<file path="config.mk">
export PLATFORM = sky130hd
export DESIGN_NAME = atr_shifter
export DESIGN_NICKNAME = d
export VERILOG_FILES = /design/src/rtl/atr_pkg.sv /design/src/rtl/atr_ctrl.sv /design/src/rtl/atr_datapath.sv /design/src/rtl/atr_sda_arb.sv /design/src/rtl/atr_shifter.sv
export SDC_FILE = /design/constraint.sdc
export NUM_CORES = 1
export LEC_CHECK = 0
export BUFFER_PORTS_ARGS = -buffer_cell sky130_fd_sc_hd__buf_2
export CORE_ASPECT_RATIO = 1.25
export CORE_UTILIZATION = 59
export DETAILED_ROUTE_END_ITERATION = 8
export PLACE_DENSITY_LB_ADDON = 0.08
export SLEW_MARGIN = 15
export SYNTH_ARGS = -nofsm -noshare
export SYNTH_HDL_FRONTEND = slang
export SYNTH_SLANG_ARGS = --single-unit
</file>
<file path="constraint.sdc">
create_clock -name clk -period 4.1 [get_ports clk]
set_input_delay 0.615 -clock clk [delete_from_list [all_inputs] [get_ports clk]]
set_output_delay 0.615 -clock clk [all_outputs]
set_load 0.02 [all_outputs]
</file>
<file path="src/rtl/atr_pkg.sv">
package atr_pkg;

  typedef enum logic [1:0] {
    PH_IDLE  = 2'd0,
    PH_ARMED = 2'd1,
    PH_SHIFT = 2'd2
  } phase_t;

  // strobes from control to datapath, at most one set per cycle
  typedef struct packed {
    logic loadWord;   // capture word, release line
    logic showFirst;  // begin driving bit 0
    logic stepBit;    // move to next bit
    logic endSeq;     // last bit done, release line
  } atr_strobe_t;

endpackage

</file>
<file path="src/rtl/atr_ctrl.sv">
module atr_ctrl
  import atr_pkg::*;
#(
  parameter int WORD_W = 32
) (
  input  logic        clk,
  input  logic        rstN,
  input  logic        serClk,
  input  logic        cardReset,
  output atr_strobe_t strobe,
  output logic        busy,
  output logic        privClear
);

  localparam int CNT_W = (WORD_W > 1) ? $clog2(WORD_W) : 1;
  localparam logic [CNT_W-1:0] LAST_BIT = CNT_W'(WORD_W - 1);

  phase_t           phase;
  logic [CNT_W-1:0] bitCnt;
  logic             clkPrev;
  logic             resetPrev;
  logic             clkRise;
  logic             clkFall;
  logic             atLast;

  assign clkRise = serClk & ~clkPrev;
  assign clkFall = ~serClk & clkPrev;
  assign atLast  = (bitCnt == LAST_BIT);

  always_comb begin
    strobe           = '0;
    strobe.loadWord  = clkRise & cardReset;
    strobe.showFirst = clkFall && (phase == PH_ARMED);
    strobe.stepBit   = clkFall && (phase == PH_SHIFT) && !atLast;
    strobe.endSeq    = clkFall && (phase == PH_SHIFT) && atLast;
  end

  always_ff @(posedge clk or negedge rstN) begin
    if (!rstN) begin
      phase     <= PH_IDLE;
      bitCnt    <= '0;
      clkPrev   <= 1'b0;
      resetPrev <= 1'b0;
      privClear <= 1'b0;
    end else begin
      clkPrev   <= serClk;
      resetPrev <= cardReset;
      privClear <= cardReset & ~resetPrev;
      if (strobe.loadWord) begin
        phase  <= PH_ARMED;
        bitCnt <= '0;
      end else if (strobe.showFirst) begin
        phase <= PH_SHIFT;
      end else if (strobe.stepBit) begin
        bitCnt <= bitCnt + 1'b1;
      end else if (strobe.endSeq) begin
        phase <= PH_IDLE;
      end
    end
  end

  assign busy = (phase != PH_IDLE);

endmodule

</file>
<file path="src/rtl/atr_datapath.sv">
module atr_datapath
  import atr_pkg::*;
#(
  parameter int WORD_W = 32
) (
  input  logic              clk,
  input  logic              rstN,
  input  atr_strobe_t       strobe,
  input  logic [WORD_W-1:0] atrWord,
  output logic              atrPullLow
);

  logic [WORD_W-1:0] shiftReg;
  logic              drvOn;

  always_ff @(posedge clk or negedge rstN) begin
    if (!rstN) begin
      shiftReg <= '1;
      drvOn    <= 1'b0;
    end else if (strobe.loadWord) begin
      shiftReg <= atrWord;
      drvOn    <= 1'b0;
    end else if (strobe.showFirst) begin
      drvOn <= 1'b1;
    end else if (strobe.stepBit) begin
      shiftReg <= {1'b1, shiftReg[WORD_W-1:1]};
    end else if (strobe.endSeq) begin
      shiftReg <= '1;
      drvOn    <= 1'b0;
    end
  end

  // open drain: a zero bit pulls the line low
  assign atrPullLow = drvOn & ~shiftReg[0];

endmodule

</file>
<file path="src/rtl/atr_sda_arb.sv">
module atr_sda_arb (
  input  logic busy,
  input  logic atrPullLow,
  input  logic cmdPullLow,
  output logic dataPullLow,
  output logic cmdHold
);

  assign dataPullLow = busy ? atrPullLow : cmdPullLow;
  assign cmdHold     = busy;

endmodule

</file>
<file path="src/rtl/atr_shifter.sv">
module atr_shifter
  import atr_pkg::*;
#(
  parameter int WORD_W = 32
) (
  input  logic              clk,
  input  logic              rstN,
  input  logic              serClk,
  input  logic              cardReset,
  input  logic [WORD_W-1:0] atrWord,
  input  logic              cmdPullLow,
  output logic              dataPullLow,
  output logic              busy,
  output logic              cmdHold,
  output logic              privClear
);

  atr_strobe_t strobe;
  logic        atrPullLow;

  atr_ctrl #(.WORD_W(WORD_W)) u_ctrl (
    .clk       (clk),
    .rstN      (rstN),
    .serClk    (serClk),
    .cardReset (cardReset),
    .strobe    (strobe),
    .busy      (busy),
    .privClear (privClear)
  );

  atr_datapath #(.WORD_W(WORD_W)) u_dp (
    .clk        (clk),
    .rstN       (rstN),
    .strobe     (strobe),
    .atrWord    (atrWord),
    .atrPullLow (atrPullLow)
  );

  atr_sda_arb u_arb (
    .busy        (busy),
    .atrPullLow  (atrPullLow),
    .cmdPullLow  (cmdPullLow),
    .dataPullLow (dataPullLow),
    .cmdHold     (cmdHold)
  );

endmodule

</file>
Word level (Yosys, flattened, before mapping)
Cells that the tools add are included.
{ "classes": {"n_addsub": 1, "n_mul": 0, "n_div": 0, "magnitude_cmp": 0, "eq_ne": 5, "shifts": 0, "mux": 16, "n_bitwise": 9, "reduce_logical": 12} }
{ "ops": {"columns": ["cell", "n"], "rows": [
  ["32-bit two-way mux", 4],
  ["5-bit two-way mux", 3],
  ["2-bit two-way mux", 4],
  ["2-bit AND reduction", 3],
  ["3-bit nonzero test", 2],
  ["5-bit by 1-bit adder with 5-bit output, second input constant", 1],
  ["1-bit AND", 5],
  ["5-bit equality test, second input constant", 1],
  ["1-bit two-way mux", 5],
  ["1-bit logical AND", 4],
  ["1-bit inverter", 4],
  ["2-bit nonzero test", 2],
  ["3-bit by 1-bit != test with 1-bit output, second input constant", 1],
  ["2-bit by 1-bit equality test with 1-bit output, second input constant", 1],
  ["2-bit equality test, second input constant", 1],
  ["2-bit by 1-bit != test with 1-bit output, second input constant", 1],
  ["1-bit logical NOT", 1]
]} }
{ "word_totals": {"ff_bits": 43, "latchBits": 0, "mem_bits_rw": 0, "mem_bits_ro": 0, "inputBits": 37, "output_inout_bits": 4, "memories": 0} }

Logic depth before layout (Yosys ltp)
{ "logic_depth": {"ltp_word": 8, "ltp_mapped": 7, "ltp_nobuf": 5} }

Hierarchy
A second synthesis with hierarchy kept.
{ "hier_totals": {"hier_cells": 191, "area_unflattened_um2": 2108.3} }
{ "by_module_without_submodules": {"columns": ["module", "instances", "cells_per_inst", "area_per_inst_um2", "seq_area_each_um2"], "rows": [
  ["atr_datapath", 1, 147, 1614.0, 865.8],
  ["atr_ctrl", 1, 42, 471.7, 250.2],
  ["atr_sda_arb", 1, 2, 22.5, 0.0]
]} }

Worst setup path after synthesis
No wires, ideal clock.
{ "synth_path": {"path_type": "reg-to-reg", "startpoint": "reg u_ctrl.bitCnt[0]", "endpoint": "reg u_ctrl.bitCnt[2]", "setup_time_ns": 0.090, "arrival_time_ns": 1.651, "required_ns": 4.010, "setup_slack_ns": 2.359, "path_stages_with_launch": 7, "path_buffers": 1, "period_less_slack_ns": 1.741, "cell_sequence": "dfrtp_1 > ha_1 > and3_1 > ha_1 > buf_2 > or4b_1 > o221ai_1"} }
{ "synth_via": {"elab_chain_cells": 5, "word_cells_on_any_way": 9, "cone_classes": "add/sub (1); eq/ne (1); mux (3); reduce/logical (4)"} }
{ "synth_lines": {"columns": ["item", "line_no", "rtl"], "rows": [
  ["from (decl)", "atr_ctrl.sv:19", "logic [CNT_W-1:0] bitCnt;"],
  ["from (signal assigned)", "atr_ctrl.sv:55", "bitCnt <= bitCnt + 1'b1;"],
  ["parallel branches: the longest is 5 deep, another holds 5-bit by 1-bit adder with 5-bit output", null, null]
]} }
Several ways; the timed one is not identified. The select of a mux whose other input is x is not followed.
A chain may end at the register's enable or synchronous reset.

Worst setup path after layout
{ "layout_path": {"startpoint": "in serClk", "endpoint": "reg u_ctrl.bitCnt[3]"} }
{ "layout_via": {"elab_chain_cells": 6, "word_cells_on_any_way": 11, "cone_classes": "eq/ne (1); mux (1); bitwise (4); reduce/logical (5)"} }
{ "layout_lines": {"columns": ["item", "line_no", "rtl"], "rows": [
  ["from (decl)", "atr_shifter.sv:8", "input logic serClk,"],
  ["1-bit inverter", "atr_ctrl.sv:27", "assign clkFall = ~serClk & clkPrev;"],
  ["1-bit AND", "atr_ctrl.sv:27", null],
  ["1-bit logical AND (2 in a row)", "atr_ctrl.sv:34", "strobe.stepBit = clkFall && (phase == PH_SHIFT) && !atLast;"],
  ["2-bit nonzero test (no line)", null, null],
  ["2-bit AND reduction (no line)", null, null]
]} }
Several ways; a longest one is shown, not always the timed one.

==> results.yml <==
outcome:
  status: "finished, final reports clean"
cts:
  cts-root-buf: "clkbuf_8"
  h-tree-depth: 2
  cts_made_buffers: 5
  cts_sinks: 42
  cts_tree: "done"
  insertion_delay_ns: 0.29
  ctsLongestPathBuffers: 2
  hold_buffers: 0
  cts_setup_buffers: 0
  cts_resized: 0
  clk_pin_slew_ns: 0.08
grt:
  grt_pass1_wl_um: 7200
  track_usage: 0.233
  grt_pass1_vias: 1696
  grt_max_degree: 70
  antenna_found_initial: 0
  gr-total-overflow: 0
  grt.busiest_layer: "met2"
  grt.met3_usage: 0.0450
  met2_usage: 0.403
  use_met1: 0.276
routing:
  drt-wirelength-per-cell_um: 15.7
  wirelength_um: 4130
  vias: 1678
  drtAntennaViolNets: 0
  drtIter0Drc: 66
  drc: 0
  routed_via_density: 6.38
  first_pass_iters: 4
synth:
  yosys-mux-area-fraction: 0.00471
  synth_largest_area_cell: "dfstp_2"
  ys_types: 33
  yosysTopAreaCellShare: 0.396
  yosysWarnings: 0
  syn-num-nets: 235
  post_synth_main_area_contributors: "dfstp_2 40%, dfrtp_1 12%, o32ai_1 8.7%, o32ai_2 7.7%, nand3_1 7.5%"
  netlist_instances: 196
  ys_seq_area_frac: 0.514
  yosys.area_share.simple: 0.119
  avgSynthCellArea_um2: 10.8
  synth_seq_cells: 42
  synth-xor-area-share: 0
  netlist_area_mm2: 0.00212
  synth-compound-area-share: 0.282
  synth_top_family_by_area: "compound AO/OA/AOI/OAI gates"
  synth-adder-area-share: 0.0118
finish:
  fillers: 280
  fin_cells: 263
  drive_gt1_frac: 0.442
  area_delta_synth_final_pct: 13.0
  final_nets: 262
  antenna-diode-count: 0
  fin_area_mm2: 0.00240
hold_path:
  worstHoldPathCells: 1
  hp-class: "reg -> reg"
floorplan:
  die_height_um: 69.1
  fp.dieW_um: 55.7
  initial_core_util: 0.615
  die_area_mm2: 0.00385
  io_pins: 41
  core_area_mm2: 0.00345
  rows: 24
place:
  dp_worst_setup_slack_ns: 1.51
  dp_hpwl_um: 2710
  port_buffers: 40
  place_congestion: 0.781
  placed_area_mm2: 0.00229
  dp_cells: 255
critical_path:
  cp.arrival_ns: 2.50
  reg2reg_depth: 3
  worstPathMaxFanout: 69
  critPathCaptureType: "register"
  crit_required_ns: 4.32
  startpoint_type: "input pin"
  crit_type: "in -> reg"
sta:
  setup_ws_ns: 1.81
  finalSetupTns_ns: 0
  rsz0062_at_grt: "false"
  finClkSkew_ns: 0.00854
  relSlewSlack: 0.274
  drv_slew: 0
  fin_crit_sh: 0.558
  tightest_slew_ns: 1.09
  finalHoldViolations: 0
  min_period_ns: 2.29
  fmax_mhz: 437
  setup_viol: 0
run:
  drv_cap: 0
power_and_ir_drop:
  powerDensity_mw_per_mm2: 507
  p_leak_nw: 1.00
  vdd_ir_drop_max_uv: 380
==> stage by stage <==
stage	power [mW]	util	hold WS [ns]
final	1.22	0.695	0.404
after CTS	1.23	0.695	0.411
after global placement	0.890	0.663	0.391
after global routing	1.29	0.695	0.423
after floorplan	0.832	-	0.319
after detailed placement	0.910	0.663	0.398
==> synth_stat cells, drive strengths merged <==
| master | n |
|---|---|
| a21oi | 3 |
| and2 | 1 |
| and3 | 1 |
| buf | 15 |
| clkbuf | 8 |
| dfrtp | 10 |
| dfstp | 32 |
| ha | 2 |
| inv | 7 |
| mux2i | 1 |
| nand2 | 1 |
| nand2b | 1 |
| nand3 | 32 |
| nand3b | 1 |
| nand4bb | 1 |
| nor2 | 1 |
| nor2b | 2 |
| o211ai | 2 |
| o21ai | 36 |
| o221a | 1 |
| o221ai | 2 |
| o22ai | 1 |
| o32ai | 31 |
| or2 | 2 |
| or4 | 1 |
| or4b | 1 |
==> registers in the layout, indices dropped and copies added (netlist names) <==
name and count:
u_ctrl.bitCnt 5, u_ctrl.clkPrev 1, u_ctrl.phase 1, u_ctrl.privClear 1, u_ctrl.resetPrev 1, u_dp.drvOn 1
u_dp.shiftReg 32
==> worst max-delay path: stages <==
cell and delay [ns]:
buf_2 0.13, nand4bb_4 0.87, or4_1 0.79, o221ai_2 0.07
==> cell families after synthesis <==
logic type / after synthesis
muxes: 1
adders and majority gates: 2
AOI/OAI and AO/OA: 76
and+or+nand+nor: 45
buffers and inverters: 30
DFF: 42
==> routing by layer <==
metal	vias to the layer above	wire length [um]
li1	803	-
met1	829	1760
met2	39	2160
met3	7	136
met4	0	78
met5	-	0
==> final cells by class <==
type,count,area (um^2),area share
clock inverter,3,40.0,0.0167
timing repair buffer,43,223,0.0928
multi-input combinational,124,902,0.376
inverter,7,26.3,0.0109
clock buffer,5,68.8,0.0287
tap,39,48.8,0.0203
sequential,42,1090,0.455
==> worst paths after layout <==
path	start	end	slack, ns
setup / recovery	serClk	u_ctrl.bitCnt[3]	1.81
hold / removal	u_ctrl.resetPrev	u_ctrl.privClear	0.40
setup reg to reg	u_ctrl.phase[0]	u_ctrl.bitCnt[3]	1.86
hold reg to reg	u_ctrl.resetPrev	u_ctrl.privClear	0.40
max in group asynchronous	rstN	u_ctrl.bitCnt[1]	3.11
min in group asynchronous	rstN	u_ctrl.bitCnt[3]	0.44
==> cells in the final DEF (no fill, tap or decap), drive strengths merged <==
cell type,count
a21oi,3
and2,1
and3,1
buf,43
bufinv,1
clkbuf,5
clkinv,2
dfrtp,10
dfstp,32
ha,2
inv,7
mux2i,1
nand2,1
nand2b,1
nand3,32
nand3b,1
nand4bb,1
nor2,1
nor2b,2
o211ai,2
o21ai,36
o221a,1
o221ai,2
o22ai,1
o32ai,31
or2,2
or4,1
or4b,1
==> report_power, final <==
group          total, mW  switching [mW]  internal [mW]
clock              0.316           0.136          0.179
sequential         0.674          0.0748          0.599
combinational      0.227           0.124          0.103
total               1.22           0.336          0.881
Power figures use the tool's default switching activity.
